<file path="src/rtl/brom_pkg.sv">
package brom_pkg;

    typedef enum logic [1:0] {
        ST_IDLE  = 2'd0,
        ST_FULL  = 2'd1,
        ST_BURST = 2'd2,
        ST_HOLD  = 2'd3
    } brom_state_e;

endpackage

</file>
<file path="src/rtl/brom_field_mux.sv">
module brom_field_mux #(
    parameter int N  = 2,
    parameter int FW = 3,
    parameter int SW = 1
) (
    input  logic [N*FW-1:0] fields,
    input  logic [SW-1:0]   sel,
    output logic [FW-1:0]   field
);

    logic [FW-1:0] slot [N];

    for (genvar g = 0; g < N; g++) begin : g_slot
        assign slot[g] = fields[g*FW +: FW];
    end

    always_comb begin
        field = '0;
        for (int i = 0; i < N; i++) begin
            if (SW'(i) == sel) begin
                field = slot[i];
            end
        end
    end

endmodule

</file>
<file path="src/rtl/brom_seq_match.sv">
module brom_seq_match #(
    parameter int AW = 16,
    parameter int LW = 2
) (
    input  logic [AW-1:0] cur_addr,
    input  logic [AW-1:0] req_addr,
    input  logic [LW-1:0] len_code,
    output logic [AW-1:0] blk_mask,
    output logic          hit
);

    logic [AW-1:0] span;
    logic [AW-1:0] next_addr;

    always_comb begin
        span      = AW'(4) << len_code;
        blk_mask  = span - AW'(1);
        next_addr = (cur_addr & ~blk_mask) | ((cur_addr + AW'(1)) & blk_mask);
        hit       = (req_addr == next_addr);
    end

endmodule

</file>
<file path="src/rtl/brom_down_cnt.sv">
module brom_down_cnt #(
    parameter int W = 4
) (
    input  logic         clk,
    input  logic         rst_n,
    input  logic         load,
    input  logic [W-1:0] load_val,
    output logic [W-1:0] cnt,
    output logic         zero
);

    always_ff @(posedge clk or negedge rst_n) begin
        if (!rst_n) begin
            cnt <= '0;
        end else if (load) begin
            cnt <= load_val;
        end else if (cnt != '0) begin
            cnt <= cnt - W'(1);
        end
    end

    assign zero = (cnt == '0);

endmodule

</file>
<file path="src/rtl/brom_ctrl.sv">
module brom_ctrl
    import brom_pkg::*;
#(
    parameter int AW    = 16,
    parameter int DW    = 16,
    parameter int NAREA = 2,
    parameter int IW    = 4,
    parameter int BW    = 3,
    parameter int LW    = 2,
    localparam int AREA_W = (NAREA > 1) ? $clog2(NAREA) : 1
) (
    input  logic                  clk,
    input  logic                  rst_n,
    input  logic [NAREA-1:0]      cfg_burst_en,
    input  logic [NAREA*LW-1:0]   cfg_len,
    input  logic [NAREA*BW-1:0]   cfg_bcyc,
    input  logic [NAREA*IW-1:0]   cfg_init,
    input  logic                  req_valid,
    input  logic                  req_write,
    input  logic                  req_cpu,
    input  logic [AREA_W-1:0]     req_area,
    input  logic [AW-1:0]         req_addr,
    input  logic                  ext_wait,
    input  logic [DW-1:0]         rom_data,
    output logic                  req_ready,
    output logic [AW-1:0]         rom_addr,
    output logic [NAREA-1:0]      rom_cs_n,
    output logic                  rom_rd_n,
    output logic                  rom_wr_n,
    output logic                  data_valid,
    output logic [DW-1:0]         rd_data
);

    localparam int CW   = (IW > BW) ? IW : BW;
    localparam int MAXW = 4 << ((1 << LW) - 1);
    localparam int WCW  = $clog2(MAXW) + 1;

    brom_state_e state_q, state_d;

    logic [AW-1:0]     addr_q;
    logic [AREA_W-1:0] area_q;
    logic              wr_q;
    logic              cpu_q;
    logic [WCW-1:0]    words_q;

    logic              cur_en;
    logic [LW-1:0]     cur_len;
    logic [BW-1:0]     cur_bcyc;
    logic [IW-1:0]     req_init;
    logic [WCW-1:0]    cur_words;
    logic [AW-1:0]     blk_mask;
    logic              seq_hit;
    logic              seq_ok;
    logic              keep_open;
    logic              word_end;
    logic              take_full;
    logic              take_burst;
    logic              cnt_load;
    logic [CW-1:0]     cnt_val;
    logic [CW-1:0]     cnt;
    logic              cnt_zero;
    logic              active;

    // per-area settings: the open burst uses its own area, a new access the requested one
    brom_field_mux #(.N(NAREA), .FW(1), .SW(AREA_W)) u_mux_en (
        .fields(cfg_burst_en), .sel(area_q), .field(cur_en)
    );
    brom_field_mux #(.N(NAREA), .FW(LW), .SW(AREA_W)) u_mux_len (
        .fields(cfg_len), .sel(area_q), .field(cur_len)
    );
    brom_field_mux #(.N(NAREA), .FW(BW), .SW(AREA_W)) u_mux_bcyc (
        .fields(cfg_bcyc), .sel(area_q), .field(cur_bcyc)
    );
    brom_field_mux #(.N(NAREA), .FW(IW), .SW(AREA_W)) u_mux_init (
        .fields(cfg_init), .sel(req_area), .field(req_init)
    );

    brom_seq_match #(.AW(AW), .LW(LW)) u_seq (
        .cur_addr(addr_q),
        .req_addr(req_addr),
        .len_code(cur_len),
        .blk_mask(blk_mask),
        .hit(seq_hit)
    );

    assign cnt_load = take_full | take_burst;
    assign cnt_val  = take_full ? CW'(req_init) : CW'(cur_bcyc);

    brom_down_cnt #(.W(CW)) u_cnt (
        .clk(clk),
        .rst_n(rst_n),
        .load(cnt_load),
        .load_val(cnt_val),
        .cnt(cnt),
        .zero(cnt_zero)
    );

    assign cur_words = WCW'(4) << cur_len;
    assign keep_open = cur_en && !wr_q && cpu_q && (words_q < cur_words);
    assign seq_ok    = !req_write && req_cpu && (req_area == area_q) && seq_hit;
    // wait only stretches the initial access
    assign word_end  = ((state_q == ST_FULL) && cnt_zero && !ext_wait) ||
                       ((state_q == ST_BURST) && cnt_zero);

    // next-state logic
    always_comb begin
        state_d    = state_q;
        take_full  = 1'b0;
        take_burst = 1'b0;
        unique case (state_q)
            ST_IDLE: begin
                if (req_valid) begin
                    take_full = 1'b1;
                    state_d   = ST_FULL;
                end
            end
            ST_FULL, ST_BURST: begin
                if (word_end) begin
                    if (keep_open && req_valid && seq_ok) begin
                        take_burst = 1'b1;
                        state_d    = ST_BURST;
                    end else if (keep_open && !req_valid) begin
                        state_d = ST_HOLD;
                    end else begin
                        state_d = ST_IDLE;
                    end
                end
            end
            ST_HOLD: begin
                if (!keep_open) begin
                    state_d = ST_IDLE;
                end else if (req_valid) begin
                    if (seq_ok) begin
                        take_burst = 1'b1;
                        state_d    = ST_BURST;
                    end else begin
                        state_d = ST_IDLE;
                    end
                end
            end
            default: state_d = ST_IDLE;
        endcase
    end

    // state register
    always_ff @(posedge clk or negedge rst_n) begin
        if (!rst_n) begin
            state_q <= ST_IDLE;
        end else begin
            state_q <= state_d;
        end
    end

    // access context
    always_ff @(posedge clk or negedge rst_n) begin
        if (!rst_n) begin
            addr_q  <= '0;
            area_q  <= '0;
            wr_q    <= 1'b0;
            cpu_q   <= 1'b0;
            words_q <= '0;
        end else if (take_full) begin
            addr_q  <= req_addr;
            area_q  <= req_area;
            wr_q    <= req_write;
            cpu_q   <= req_cpu;
            words_q <= WCW'(1);
        end else if (take_burst) begin
            addr_q  <= req_addr;
            words_q <= words_q + WCW'(1);
        end
    end

    // outputs
    always_comb begin
        active     = (state_q != ST_IDLE);
        rom_addr   = addr_q;
        rom_cs_n   = '1;
        if (active) begin
            rom_cs_n[area_q] = 1'b0;
        end
        rom_rd_n   = !(active && !wr_q);
        rom_wr_n   = !((state_q == ST_FULL) && wr_q);
        data_valid = word_end;
        rd_data    = rom_data;
        req_ready  = take_full | take_burst;
    end

    // a burst cycle counts down every clock whatever ext_wait does
    a_r4_burst_step: assert property (@(posedge clk) disable iff (!rst_n)
        (state_q == ST_BURST && !cnt_zero) |=> (cnt == $past(cnt) - CW'(1)));

    // never more words in one burst than the block holds
    a_r3_len_limit: assert property (@(posedge clk) disable iff (!rst_n)
        (state_q != ST_IDLE) |-> (words_q <= cur_words));

    // upper address bits stay put across a burst step
    a_r9_upper_fixed: assert property (@(posedge clk) disable iff (!rst_n)
        take_burst |=> ((addr_q & ~$past(blk_mask)) == ($past(addr_q) & ~$past(blk_mask))));

    // a write never leaves a burst open
    a_r7_write_single: assert property (@(posedge clk) disable iff (!rst_n)
        (data_valid && wr_q) |=> (state_q == ST_IDLE));

    // an unmatched request while holding closes the burst
    a_r10_break: assert property (@(posedge clk) disable iff (!rst_n)
        (state_q == ST_HOLD && req_valid && !req_ready) |=> (state_q == ST_IDLE));

    // at most one area selected
    a_r11_cs_onehot: assert property (@(posedge clk) disable iff (!rst_n)
        $onehot0(~rom_cs_n));

endmodule

</file>
<file path="config.mk">
export PLATFORM = sky130hd
export DESIGN_NAME = brom_ctrl
export DESIGN_NICKNAME = d
export VERILOG_FILES = /design/src/rtl/brom_pkg.sv /design/src/rtl/brom_field_mux.sv /design/src/rtl/brom_seq_match.sv /design/src/rtl/brom_down_cnt.sv /design/src/rtl/brom_ctrl.sv
export SDC_FILE = /design/constraint.sdc
export NUM_CORES = 1
export LEC_CHECK = 0
export BUFFER_PORTS_ARGS = -buffer_cell sky130_fd_sc_hd__buf_2
export CORE_MARGIN = 3
export CORE_UTILIZATION = 51
export DETAILED_ROUTE_END_ITERATION = 10
export PLACE_DENSITY = 0.88
export SYNTH_ARGS = -nofsm -noshare
export SYNTH_HDL_FRONTEND = slang
export SYNTH_SLANG_ARGS = --single-unit
</file>
<file path="constraint.sdc">
create_clock -name clk -period 4.77 [get_ports clk]
set_input_delay 0.7155 -clock clk [delete_from_list [all_inputs] [get_ports clk]]
set_output_delay 0.7155 -clock clk [all_outputs]
set_load 0.03 [all_outputs]
</file>
Word level (Yosys, flattened, before mapping). Cells that the tools add are included.

Word-level logic and storage cells: 90. Memory bits (writable): 0. Latch bits: 0. Register bits: 31. Memories kept: 0. Bits in read-only memories: 0.

Shifts and indexed selects: 2. Mux-type cells: 30. Equal/unequal tests: 8. Add/subtract/negate cells: 4. Bitwise operators: 6. Magnitude comparators: 3. Multipliers: 0. Reduce and logical (&&, ||, !) cells: 30. Divide/modulo/power cells: 0.

Operators by type and width (count): 16-bit bitwise AND (2); 16-bit two-way mux (2); 2-bit two-way mux (9); 16-bit by 1-bit adder with 16-bit output, second input constant (1); 16-bit == test (1); 4-bit two-way mux (4); 16-bit NOT (1); 16-bit OR (1); 3-bit by 2-bit << shifter with 16-bit output, first input constant (1); 16-bit by 1-bit subtractor with 16-bit output, second input constant (1); 1-bit logical AND (15); 6-bit two-way mux (2); 1-bit two-way mux (9); 6-bit by 1-bit adder with 6-bit output, second input constant (1); 1-bit zero test (6); 6-bit less-than comparator (1); 2-bit one-hot mux with 3 select lines (1); 2-bit nonzero test (3); 3-bit by 2-bit << shifter with 6-bit output, first input constant (1); 2-bit == test, second input constant (2); 4-bit zero test (1); 2-bit inequality test, second input constant (2); 4-bit nonzero test (1); 4-bit by 1-bit subtractor with 4-bit output, second input constant (1); 14 further kinds (14).

Longest topological paths before layout.
Depth in word-level cells: 14. Gate-level depth with buffers: 12.

Hierarchy. A second synthesis with hierarchy kept.

Cell total of the unflattened synthesis: 235. Area, all modules: 2361.0 um^2.

By module, submodules not included: brom_ctrl (area an instance 1632.8 um^2, times used 1, sequential area each 675.6 um^2, cells an instance 154); brom_seq_match (area an instance 377.9 um^2, times used 1, sequential area each 0.0 um^2, cells an instance 49); brom_down_cnt (area an instance 234.0 um^2, times used 1, sequential area each 100.1 um^2, cells an instance 22); brom_field_mux at u_mux_init (area an instance 45.0 um^2, times used 1, sequential area each 0.0 um^2, cells an instance 4); brom_field_mux at u_mux_bcyc (area an instance 33.8 um^2, times used 1, sequential area each 0.0 um^2, cells an instance 3); brom_field_mux at u_mux_len (area an instance 22.5 um^2, times used 1, sequential area each 0.0 um^2, cells an instance 2); brom_field_mux at u_mux_en (area an instance 15.0 um^2, times used 1, sequential area each 0.0 um^2, cells an instance 1).

Least setup slack after synthesis. Ideal clock, no wire load.

Path kind: input to output. From: in cfg_len[2]. To: out req_ready. Arrival time: 2786 ps. Stages on the path: 9. Slack: 1269 ps. Data required time: 4055 ps. Path through: nor3b_1 -> nor2_1 -> ha_1 -> o21ai_0 -> a21oi_1 -> nor4b_1 -> nand4_4 -> nand2_2 -> buf_4.

Cells in the longest elaborated chain, start to end: 13. Elaborated cells between the ends (all ways): 21. Those cells by class: 1 x add/sub; 1 x order compare; 1 x eq/ne; 2 x shift; 7 x mux; 5 x bitwise; 4 x reduce/logical.

Ends and longest elaborated chain: start: declaration (RTL line brom_ctrl.sv:15) `input logic [NAREA*LW-1:0] cfg_len,`; 2-bit two-way mux * (RTL line brom_field_mux.sv:20) `if (SW'(i) == sel) begin`; 3-bit by 2-bit << shifter with 16-bit output (RTL line brom_seq_match.sv:16) `span = AW'(4) << len_code;`; 16-bit by 1-bit subtractor with 16-bit output (RTL line brom_seq_match.sv:17) `blk_mask = span - AW'(1);`; 16-bit NOT (RTL line brom_seq_match.sv:18) `next_addr = (cur_addr & ~blk_mask) | ((cur_addr + AW'(1)) & blk_mask);`; 16-bit bitwise AND (RTL line brom_seq_match.sv:18); 16-bit OR (RTL line brom_seq_match.sv:18); 16-bit == test (RTL line brom_seq_match.sv:19) `hit = (req_addr == next_addr);`; 1-bit logical AND (RTL line brom_ctrl.sv:100) `assign seq_ok = !req_write && req_cpu && (req_area == area_q) && seq_hit;`; 1-bit two-way mux or 1-bit logical AND (tied branches) (RTL line brom_ctrl.sv:133, brom_ctrl.sv:119); 1-bit two-way mux (on tied branches) (RTL line brom_ctrl.sv:132, brom_ctrl.sv:119); 1-bit two-way mux (on tied branches) (RTL line brom_ctrl.sv:130, brom_ctrl.sv:118); 1-bit one-hot mux with 2 select lines * (RTL line brom_ctrl.sv:110) `unique case (state_q)`; 1-bit OR * (RTL line brom_ctrl.sv:186) `req_ready = take_full | take_burst;`; end: declaration (RTL line brom_ctrl.sv:25) `output logic req_ready,`.

Every way passes the cells marked *; elsewhere a longest branch is shown, timed or not.

Worst setup path in the final report. Same ends and word-level chain as after synthesis.

==> impl_metrics.ini <==
[clocking]
post_cts_buffers = 0
cts.sinks = 31
ctsHtreeMaxLevel = 2
cts_buffers = 5
clkLatencyLatePin_ps = 280
root_buffer = clkbuf_8
clockBufferDepth = 2
cts_tree = yes
ctsHoldBuffers = 0
cts_resized = 0
path_clk_slew_ps = 60

[detailed_routing]
vias = 1759
drtIter0Drc = 83
drc = 0
drt-total-wl_mm = 4.618
drtPass1Iterations = 4
viasPerCell = 5.480
drt-wirelength-per-cell_um = 14.39
postRouteAntennaNets = 0

[timing]
worst_pin_slew_ps = 751.7
finalSetupViolCount = 0
max_slew_margin = 0.4976
fin_ws_ps = 770.2
rsz0062_at_grt = no
period_share = 0.8385
hold_viol = 0
skew_ps = 3.940
period_needed_ps = 4000
fmax_mhz = 250.0
setup-tns-final_ps = 0
drv_slew = 0

[status]
status = finished, final reports clean

[critical_path]
crit_chain = buf_2 > nor3b_1 > nor2_1 > ha_1 > o21ai_0 > a21oi_1 > nor4b_1 > nand4_4 > nand2_2 > buf_2
ff2ff_path_depth = 10
path_class = in2out
critPathMaxFanout = 18
arrival_ps = 3280
cpPeakStageDelay_ps = 580
end_kind = primary output
critPathRequiredTime_ps = 4050
cpMaxStageDelayCell = nor4b_1
startpoint_type = input pin
cpMostUsedCell = buf_2

[grt]
grt_max_degree = 32
grt_pass1_vias = 1822
grt_overflow_total = 0
antenna_found_initial = 0
track_usage = 0.1874
grt_pass1_wl_mm = 7.748

[layout]
fillers = 327
fin_nets = 340
antenna_cells = 0
final_util = 0.6223
final_common_cell = buf_2
area_growth_pct = 16.11
drive_above_1_share = 0.3137
layout_common_cells = buf_2 (64), dfrtp_1 (31), mux2_1 (16)

[yosys]
ys_warn_count = 0
synth_area_um2 = 2175
synthFlopType = dfrtp_1
syn_inst = 219
syn_avg_cell_area_um2 = 9.930
async_flop_share = 1.000
ys_types = 47
synth_area_leaders = dfrtp_1 (36%), mux2_1 (8.3%), ha_1 (6.3%)
syn_nets = 289
synth.top_cell.area_share = 0.3567
synth_edf_count = 0
ys_seq_area_frac = 0.3567
synth-seq-cells = 31
yosysTopAreaCell = dfrtp_1

[run]
drv.max_cap_violation_count = 0

[floorplan]
coreArea_um2 = 4058
ioPinCount = 97
num_rows = 23
die-width_um = 71.30
die_h_um = 71.30
initial_core_util = 0.5359
die_area_um2 = 5084

[place]
place_congestion = 0.8301
hpwl_mm = 3.649
post-place-ws_ps = 831.7
numPortBuffers = 64

[pwr]
p_per_area_nw_per_um2 = 587.1
leakagePower_nw = 1.168
peakVddDrop_uv = 349.1

[min_path]
hold_class = in2async
==> cells in the mapped netlist, types with 7 or more instances <==
library cell	count
o21ai_0	7
ha_1	11
mux2_1	16
mux2i_1	7
nand2_1	11
xnor2_1	15
nand3_1	9
inv_1	14
buf_4	17
a21oi_1	7
nor2_1	7
dfrtp_1	31
==> area by class of cell <==
class                      count  area, um^2  share of cell area
multi-input combinational    152        1199              0.4747
sequential                    31       775.7              0.3072
timing repair buffer          66       335.3              0.1328
clock buffer                   8       100.1             0.03964
tap                           50       62.56             0.02478
inverter                      14       52.55             0.02081
==> through the flow <==
stage,instances,power (W),area (um^2),hold WS (ps)
4_1_cts,321,0.001487,2525,504.5
6_report,321,0.001482,2525,478.0
3_3_place_gp,313,0.001231,2425,494.8
5_1_grt,321,0.001576,2525,524.5
2_1_floorplan,219,0.001067,2175,419.9
3_5_place_dp,313,0.001258,2425,498.6
==> sequential cells by signal (all words and copies together) (netlist names) <==
name and count:
state_q 2, area_q 1, wr_q 1, cpu_q 1, rom_addr 16, words_q 6, u_cnt.cnt 4
==> worst max-delay path, delay by kind of cell <==
| kind | cells | cell delay [ps] |
|---|---|---|
| buffers and inverters | 2 | 330 |
| AND/OR/NAND/NOR | 5 | 1670 |
| AO/OA/AOI/OAI | 2 | 290 |
| adder cells (fa/ha/maj) | 1 | 280 |
==> final timing paths <==
check	startpoint	slack, ps	to
worst max-delay path	cfg_len[2]	770	req_ready
worst min-delay path	rst_n	480	rom_addr[4]$_DFFE_PN0P_
worst max register to register	area_q$_DFFE_PN0P_	1270	rom_addr[15]$_DFFE_PN0P_
worst min register to register	cpu_q$_DFFE_PN0P_	510	cpu_q$_DFFE_PN0P_
max in group asynchronous	rst_n	3850	words_q[1]$_DFFE_PN0P_
min in group clk	cpu_q$_DFFE_PN0P_	510	cpu_q$_DFFE_PN0P_
==> metal layers <==
metal  up-vias  track usage  share of wire
li1        867            -              -
met1       836       0.2292           0.45
met2        49       0.3122           0.47
met3         7      0.05610          0.067
met4         0      0.06889          0.012
met5         -            0              0
==> cell families (layout without fill, tap and decap cells) <==
logic type	after synthesis	in the layout	share of synthesized area
XOR/XNOR	19	19	0.07652
adder cells (fa/ha/maj)	11	11	0.06329
flip-flops	31	31	0.3567
buffers and inverters	36	88	0.09205
multiplexers	28	28	0.1410
AND/OR/NAND/NOR	56	56	0.1485
AO/OA/AOI/OAI	38	38	0.1220
==> power by group <==
group	total [W]	leakage (nW)	switching, W	internal (W)
clock	0.000227	0.0515	0.0000956	0.000132
sequential	0.000469	0.375	0.000100	0.000369
combinational	0.000786	0.742	0.000469	0.000318
No activity file was read; power rests on OpenSTA's default activity.
